`src/rtl/fvlv_pkg.sv`:
```
package fvlv_pkg;

  localparam int CNT_W  = 16;
  localparam int SUM_W  = 20;
  localparam int DCOL_W = 8;
  localparam int BIN_W  = 2;

  typedef enum logic [1:0] {
    LV_GATED = 2'd0,
    LV_FREE  = 2'd1,
    LV_XORED = 2'd2
  } lv_mode_e;

  typedef struct packed {
    logic [CNT_W-1:0]  width;
    logic [CNT_W-1:0]  height;
    logic [CNT_W-1:0]  hblank;
    logic [CNT_W-1:0]  vblank;
    logic [CNT_W-1:0]  shutter;
    logic [BIN_W-1:0]  row_bin;
    logic [DCOL_W-1:0] dark_cols;
    logic              show_rows;
    logic              show_cols;
    logic              lv_cont;
    logic              lv_xor;
  } scan_cfg_t;

  function automatic logic [SUM_W-1:0] umax(input logic [SUM_W-1:0] a,
                                            input logic [SUM_W-1:0] b);
    return (a > b) ? a : b;
  endfunction

endpackage

```
`src/rtl/fvlv_limits.sv`:
```
module fvlv_limits
  import fvlv_pkg::*;
#(
  parameter int BIN_COST   = 346,
  parameter int ROW_OVH    = 140,
  parameter int HBMIN_BASE = 64,
  parameter int LV_OFS     = 609,
  parameter int DARK_ROWS  = 8,
  parameter int VB_FLOOR   = 8
) (
  input  scan_cfg_t        cfg,
  output logic [SUM_W-1:0] row_len,
  output logic [SUM_W-1:0] frame_rows,
  output logic [SUM_W-1:0] act_rows,
  output logic [SUM_W-1:0] dark_first,
  output logic [SUM_W-1:0] lv_start,
  output logic [SUM_W-1:0] lv_end,
  output logic             show_dark,
  output lv_mode_e         mode
);

  localparam logic [SUM_W-1:0] ONE   = SUM_W'(1);
  localparam logic [SUM_W-1:0] K_BIN = SUM_W'(BIN_COST);
  localparam logic [SUM_W-1:0] K_OVH = SUM_W'(ROW_OVH);
  localparam logic [SUM_W-1:0] K_HBB = SUM_W'(HBMIN_BASE);
  localparam logic [SUM_W-1:0] K_LVO = SUM_W'(LV_OFS);
  localparam logic [SUM_W-1:0] K_DR  = SUM_W'(DARK_ROWS);
  localparam logic [SUM_W-1:0] K_VBF = SUM_W'(VB_FLOOR);

  logic [SUM_W-1:0] bin_f, bin_cost, hb_min, hb_eff, half_row, row_floor;
  logic [SUM_W-1:0] vb_eff, sw_over, vb_min, wpix, hpix, wdc;

  always_comb begin
    wpix      = SUM_W'(cfg.width);
    hpix      = SUM_W'(cfg.height);
    wdc       = SUM_W'(cfg.dark_cols);
    bin_f     = SUM_W'(cfg.row_bin) + ONE;
    bin_cost  = K_BIN * bin_f;
    // horizontal: two competing lower bounds on the half row
    hb_min    = bin_cost + K_HBB + (wdc >> 1);
    hb_eff    = SUM_W'(cfg.hblank) + ONE;
    half_row  = (wpix >> 1) + umax(hb_eff, hb_min);
    row_floor = K_OVH + bin_cost;
    row_len   = umax(half_row, row_floor) << 1;
    // vertical: shutter can stretch blanking past the programmed value
    vb_eff    = SUM_W'(cfg.vblank) + ONE;
    sw_over   = (cfg.shutter > cfg.height) ? (SUM_W'(cfg.shutter) - hpix) : '0;
    vb_min    = umax(K_VBF, sw_over) + ONE;
    frame_rows = hpix + umax(vb_eff, vb_min);
    act_rows   = hpix;
    dark_first = frame_rows - K_DR;
    show_dark  = cfg.show_rows;
    // line window: dark columns open it early, the end stays put
    lv_start   = K_LVO - (cfg.show_cols ? wdc : '0);
    lv_end     = K_LVO + wpix;
    if (cfg.lv_cont)     mode = LV_FREE;
    else if (cfg.lv_xor) mode = LV_XORED;
    else                 mode = LV_GATED;
  end

endmodule

```
`src/rtl/fvlv_scan_ctr.sv`:
```
module fvlv_scan_ctr
  import fvlv_pkg::*;
(
  input  logic             clk,
  input  logic             rst_n,
  input  scan_cfg_t        cfg_in,
  input  logic [SUM_W-1:0] row_len,
  input  logic [SUM_W-1:0] frame_rows,
  output scan_cfg_t        cfg_act,
  output logic [SUM_W-1:0] hcnt,
  output logic [SUM_W-1:0] vcnt,
  output logic             run
);

  localparam logic [SUM_W-1:0] ONE = SUM_W'(1);

  logic row_last, frame_last;

  assign row_last   = (hcnt == row_len - ONE);
  assign frame_last = (vcnt == frame_rows - ONE);

  always_ff @(posedge clk or negedge rst_n) begin
    if (!rst_n) begin
      run     <= 1'b0;
      hcnt    <= '0;
      vcnt    <= '0;
      cfg_act <= '0;
    end else if (!run) begin
      run     <= 1'b1;
      cfg_act <= cfg_in;
    end else if (row_last) begin
      hcnt <= '0;
      if (frame_last) begin
        vcnt    <= '0;
        cfg_act <= cfg_in;
      end else begin
        vcnt <= vcnt + ONE;
      end
    end else begin
      hcnt <= hcnt + ONE;
    end
  end

endmodule

```
`src/rtl/fvlv_strobe.sv`:
```
module fvlv_strobe
  import fvlv_pkg::*;
(
  input  logic             clk,
  input  logic             rst_n,
  input  logic             run,
  input  logic [SUM_W-1:0] hcnt,
  input  logic [SUM_W-1:0] vcnt,
  input  logic [SUM_W-1:0] act_rows,
  input  logic [SUM_W-1:0] dark_first,
  input  logic [SUM_W-1:0] lv_start,
  input  logic [SUM_W-1:0] lv_end,
  input  logic             show_dark,
  input  lv_mode_e         mode,
  output logic             fv,
  output logic             lv,
  output logic             pix_valid,
  output logic [CNT_W-1:0] row_idx,
  output logic [CNT_W-1:0] col_idx
);

  logic             fv_d, win_d, lv_d;
  logic [CNT_W-1:0] row_d, col_d;

  always_comb begin
    fv_d  = run && ((vcnt < act_rows) || (show_dark && (vcnt >= dark_first)));
    win_d = run && (hcnt >= lv_start) && (hcnt < lv_end);
    case (mode)
      LV_FREE:  lv_d = win_d;
      LV_XORED: lv_d = fv_d ^ win_d;
      default:  lv_d = fv_d & win_d;
    endcase
    if (!fv_d || !fv)        row_d = '0;
    else if (hcnt == '0)     row_d = row_idx + CNT_W'(1);
    else                     row_d = row_idx;
    if (!win_d)              col_d = '0;
    else if (hcnt == lv_start) col_d = '0;
    else                     col_d = col_idx + CNT_W'(1);
  end

  always_ff @(posedge clk or negedge rst_n) begin
    if (!rst_n) begin
      fv        <= 1'b0;
      lv        <= 1'b0;
      pix_valid <= 1'b0;
      row_idx   <= '0;
      col_idx   <= '0;
    end else begin
      fv        <= fv_d;
      lv        <= lv_d;
      pix_valid <= fv_d & lv_d;
      row_idx   <= row_d;
      col_idx   <= col_d;
    end
  end

endmodule

```
`src/rtl/fvlv_gen.sv`:
```
module fvlv_gen
  import fvlv_pkg::*;
#(
  parameter int BIN_COST   = 346,
  parameter int ROW_OVH    = 140,
  parameter int HBMIN_BASE = 64,
  parameter int LV_OFS     = 609,
  parameter int DARK_ROWS  = 8,
  parameter int VB_FLOOR   = 8
) (
  input  logic              clk,
  input  logic              rst_n,
  input  logic [CNT_W-1:0]  cfg_width,
  input  logic [CNT_W-1:0]  cfg_height,
  input  logic [CNT_W-1:0]  cfg_hblank,
  input  logic [CNT_W-1:0]  cfg_vblank,
  input  logic [CNT_W-1:0]  cfg_shutter,
  input  logic [BIN_W-1:0]  cfg_row_bin,
  input  logic [DCOL_W-1:0] cfg_dark_cols,
  input  logic              cfg_show_dark_rows,
  input  logic              cfg_show_dark_cols,
  input  logic              cfg_lv_cont,
  input  logic              cfg_lv_xor,
  output logic              fv,
  output logic              lv,
  output logic              pix_valid,
  output logic [CNT_W-1:0]  row_idx,
  output logic [CNT_W-1:0]  col_idx
);

  scan_cfg_t        cfg_in, cfg_act;
  logic [SUM_W-1:0] row_len, frame_rows, act_rows, dark_first, lv_start, lv_end;
  logic [SUM_W-1:0] hcnt, vcnt;
  logic             show_dark, run;
  lv_mode_e         act_mode;

  always_comb begin
    cfg_in.width     = cfg_width;
    cfg_in.height    = cfg_height;
    cfg_in.hblank    = cfg_hblank;
    cfg_in.vblank    = cfg_vblank;
    cfg_in.shutter   = cfg_shutter;
    cfg_in.row_bin   = cfg_row_bin;
    cfg_in.dark_cols = cfg_dark_cols;
    cfg_in.show_rows = cfg_show_dark_rows;
    cfg_in.show_cols = cfg_show_dark_cols;
    cfg_in.lv_cont   = cfg_lv_cont;
    cfg_in.lv_xor    = cfg_lv_xor;
  end

  fvlv_scan_ctr u_ctr (
    .clk        (clk),
    .rst_n      (rst_n),
    .cfg_in     (cfg_in),
    .row_len    (row_len),
    .frame_rows (frame_rows),
    .cfg_act    (cfg_act),
    .hcnt       (hcnt),
    .vcnt       (vcnt),
    .run        (run)
  );

  fvlv_limits #(
    .BIN_COST   (BIN_COST),
    .ROW_OVH    (ROW_OVH),
    .HBMIN_BASE (HBMIN_BASE),
    .LV_OFS     (LV_OFS),
    .DARK_ROWS  (DARK_ROWS),
    .VB_FLOOR   (VB_FLOOR)
  ) u_lim (
    .cfg        (cfg_act),
    .row_len    (row_len),
    .frame_rows (frame_rows),
    .act_rows   (act_rows),
    .dark_first (dark_first),
    .lv_start   (lv_start),
    .lv_end     (lv_end),
    .show_dark  (show_dark),
    .mode       (act_mode)
  );

  fvlv_strobe u_strb (
    .clk        (clk),
    .rst_n      (rst_n),
    .run        (run),
    .hcnt       (hcnt),
    .vcnt       (vcnt),
    .act_rows   (act_rows),
    .dark_first (dark_first),
    .lv_start   (lv_start),
    .lv_end     (lv_end),
    .show_dark  (show_dark),
    .mode       (act_mode),
    .fv         (fv),
    .lv         (lv),
    .pix_valid  (pix_valid),
    .row_idx    (row_idx),
    .col_idx    (col_idx)
  );

endmodule

```
`config.mk`:
```
export PLATFORM = sky130hd
export DESIGN_NAME = fvlv_gen
export DESIGN_NICKNAME = d
export VERILOG_FILES = /design/src/rtl/fvlv_pkg.sv /design/src/rtl/fvlv_limits.sv /design/src/rtl/fvlv_scan_ctr.sv /design/src/rtl/fvlv_strobe.sv /design/src/rtl/fvlv_gen.sv
export SDC_FILE = /design/constraint.sdc
export NUM_CORES = 1
export LEC_CHECK = 0
export BUFFER_PORTS_ARGS = -buffer_cell sky130_fd_sc_hd__buf_2
export CAP_MARGIN = 10
export CORE_ASPECT_RATIO = 0.5
export CORE_MARGIN = 3
export CORE_UTILIZATION = 60
export DETAILED_ROUTE_END_ITERATION = 16
export GPL_TIMING_DRIVEN = 1
export PLACE_DENSITY = 0.8
export SLEW_MARGIN = 20
export SYNTH_ARGS = -nofsm -noshare
export SYNTH_HDL_FRONTEND = slang
export SYNTH_SLANG_ARGS = --single-unit
```
`constraint.sdc`:
```
create_clock -name clk -period 13.85 [get_ports clk]
set_clock_uncertainty 0.05 [all_clocks]
set_input_delay 0.6925 -clock clk [delete_from_list [all_inputs] [get_ports clk]]
set_output_delay 0.6925 -clock clk [all_outputs]
set_load 0.02 [all_outputs]
```
==> qor.csv <==
stage;metric;value;unit
min_path;Min-Delay Path Class;in2async;
global_route;global route overflow;0;
sta;slew margin rel.;29.7;%
place;placed cell areas;18400;um2
clock_network;clock insertion delay at the later pin of the skew report;470;ps
yosys;mux share of post-synthesis cell area;8.39;%
sta;Setup TNS;0;ps
flow_run;max cap viols;0;
yosys;post-synthesis adder-cell area fraction;13.4;%
global_route;first-pass GRT wire length;78800;um
detailed_routing;post-route DRC violation count;0;
yosys;largest family of logic cells by synthesized area;simple AND/OR/NAND/NOR gates;
floorplanning;Site Rows;43;
global_route;largest net degree at the start of global routing;68;
run_status;status;completed;
final_layout;post-route cell area;19100;um2
detailed_routing;First DRT Iteration DRCs;1424;
global_route;Global Route Usage Sum;31.3;%
global_route;vias in the first global route;14971;
yosys;Synth Flop Type;dfrtp_1;
sta;final hold vios;0;
detailed_routing;routed wire length;48700;um
floorplanning;Die Y;127;um
sta;min Tclk post-route;13020;ps
sta;RSZ-0062 raised after global routing;no;
final_layout;antenna cells;0;
yosys;syn avg cell area;8.70;um2
yosys;register area share after synthesis;24.3;%
yosys;Cells after Synth;2015;
clock_network;Post-CTS Hold Buffers;0;
setup_path;critical path data required time;14150;ps
final_layout;area grow syn2layout;9.07;%
yosys;Post-Synth Simple-Gate Area;22.0;%
setup_path;R2R Path Start;u_ctr.cfg_act[12];
floorplanning;Top-Level Pins;131;
power;VDD IR max;117;uV
sta;Setup violations, final;0;
yosys;ys async rst share;100;%
floorplanning;Die X-Extent;248;um
yosys;Synth Area in Compound Gates;17.2;%
clock_network;Num CTS Buffers;17;
setup_path;reg2reg setup slack;830;ps
setup_path;Critical Path End Type;register;
sta;Least-Margin Pin Slew;1040;ps
setup_path;maximum fanout along the worst path;29;
power;PnR Total Power;3.12;mW
power;Pwr Density;163;nW/um2
setup_path;critical path type;reg2reg;
yosys;Synth Area in XOR/XNOR;10.4;%
setup_path;CP most frequent cell;a21oi_1;
setup_path;CP Data Arrival Time;13320;ps
final_layout;post-route insts no fill;2510;
clock_network;CTS Sinks;170;
yosys;Synth cell types;103;
floorplanning;die area;31400;um2
final_layout;share of cells above drive strength 1;16.1;%
global_route;initial antenna violation count;1;
clock_network;CTS tree;done;
detailed_routing;total number of vias;15821;
setup_path;worst flop-to-flop path endpoint;u_ctr.cfg_act[12];
yosys;register bit total from synthesis;170;
sta;hold slack;136;ps
place;port bufs;130;
setup_path;Startpoint Class;register;
sta;max-slew violations;0;
detailed_routing;antenna-violating nets left;0;
setup_path;worst r2r path cells;51;
detailed_routing;routed len/inst;19.4;um
floorplanning;initial core utilization;62.1;%
yosys;Synth Cell Area;17500;um2
sta;Final Cycle Share;94.0;%
detailed_routing;iteration count of the initial detailed-routing pass;6;
detailed_routing;routed vias/inst;6.30;
place;Final Wtd Congestion;0.996;
sta;Max Fclk;76.8;MHz
clock_network;clk slew on worst S/H paths;80;ps
clock_network;CTS Buffer Depth;2;
place;dpl hpwl;37400;um
place;Post-Place Cells;2474;
setup_path;slowest cell on the critical path;or4b_4;
clock_network;root buf cell;clkbuf_16;
yosys;synth warn;0;
yosys;Post-synth EDFFs;0;
floorplanning;CORE AREA;28200;um2
final_layout;final net count;2397;
setup_path;crit-path max cell delay;680;ps
power;Leak;8.77;nW
clock_network;CTS H-Tree Depth;4;
[final cells by class]
cell class / count / area [um2]
multi-input cells: 1686 / 12600
fillers: 2296 / 9120
flip-flops and latches: 170 / 4250
repair buffers: 153 / 880
well taps: 382 / 478
clock buffers: 17 / 425
inverters: 87 / 327
clock inverters: 15 / 201
[cells in the final DEF (no fill, tap or decap), types with 30 or more instances in the layout]
master and instances:
o21ai_0 79, mux2_2 40, o21a_1 30, a21o_1 45, nor3_1 39, mux2_4 60
a21oi_1 87, nand4_1 40, buf_2 129, dfrtp_1 170, and3_1 69, nand3_1 89
ha_1 181, inv_1 85, nor2_1 154, nand2_1 165, xor2_1 85, xnor2_1 120
[power by group]
part	switching [mW]	total [mW]	internal [mW]
clock	0.255	0.518	0.263
sequential	0.119	0.664	0.545
combinational	1.14	1.94	0.793
[worst max-delay path, delay by kind of cell, from the launching register on]
| family | cells | cell delay (ps) |
|---|---|---|
| AOI/OAI and AO/OA | 21 | 4500 |
| and+or+nand+nor | 12 | 3110 |
| adders and majority gates | 8 | 2560 |
| xor gates and xnor gates | 3 | 810 |
| buffers and inverters | 5 | 800 |
| DFF | 1 | 550 |
| muxes | 2 | 450 |
[state kept, by name, indices dropped and copies added (netlist names)]
name              count
u_strb.fv             1
u_strb.col_idx       16
u_strb.lv             1
u_strb.pix_valid      1
u_ctr.run             1
u_ctr.vcnt           20
u_strb.row_idx       16
u_ctr.hcnt           20
u_ctr.cfg_act        94
[routing by layer]
metal	track usage [%]	vias up	share of wire (%)	wire (um)
li1	-	7553	-	-
met1	43.8	7582	45	22100
met2	49.1	582	45	21900
met3	4.73	102	6.4	3130
met4	11.5	2	3.2	1550
met5	0	-	0.025	12
[timing repair]
| item | in CTS | in global routing |
|---|---|---|
| resized for setup | 0 | 8 |
| buffers inserted | 0 | 4 |
| endpoints found under the setup margin | 0 | 133 |
[stage by stage]
| stage | utilization (%) | setup WS [ps] |
|---|---|---|
| 2_1_floorplan | - | 1900 |
| 3_3_place_gp | 65.2 | 695 |
| 3_5_place_dp | 65.2 | 375 |
| 4_1_cts | 67.5 | 251 |
| 5_1_grt | 67.7 | 45.0 |
| 6_report | 67.7 | 830 |
[worst max path at each step]
stage | start | to | slack (ps)
after floorplan | u_ctr.cfg_act[12] | u_ctr.cfg_act[0] | 1900
after global placement | u_ctr.cfg_act[12] | u_ctr.cfg_act[12] | 700
after detailed placement | u_ctr.cfg_act[12] | u_ctr.cfg_act[7] | 370
after CTS | u_ctr.cfg_act[12] | u_ctr.cfg_act[7] | 250
after global routing | u_ctr.cfg_act[12] | u_ctr.cfg_act[6] | 40
final | u_ctr.cfg_act[12] | u_ctr.cfg_act[12] | 830
[logic make-up (layout without fill, tap and decap cells)]
group | Yosys count | after routing
simple gates | 743 | 743
buf+inv | 161 | 272
mux | 112 | 112
flops | 170 | 170
fa+ha+maj | 186 | 186
other cells | 1 | 3
xor+xnor | 206 | 206
compound gates | 436 | 436
[cell usage after synthesis, types with 21 or more instances]
library cell  instances  share of area, %
clkbuf_1             49               1.0
o211ai_1             21              0.90
nor4_1               24              0.86
a21oi_1              87               2.5
xnor2_1             120               6.0
nand3_1              89               2.5
ha_1                182                13
a21o_1               45               1.9
nand2_1             166               3.6
mux2_2               40               2.6
inv_1                85               1.8
and3_1               69               2.5
o21a_1               30               1.3
dfrtp_1             170                24
nand4_1              40               1.4
nand2b_1             29               1.0
xor2_1               85               4.2
nor3_1               39               1.1
a211oi_1             24               1.0
o21ai_0              80               2.3
mux2_4               60               5.1
nor2_1              154               3.3
and2_1               24              0.86
No activity file was read; power rests on OpenSTA's default activity.
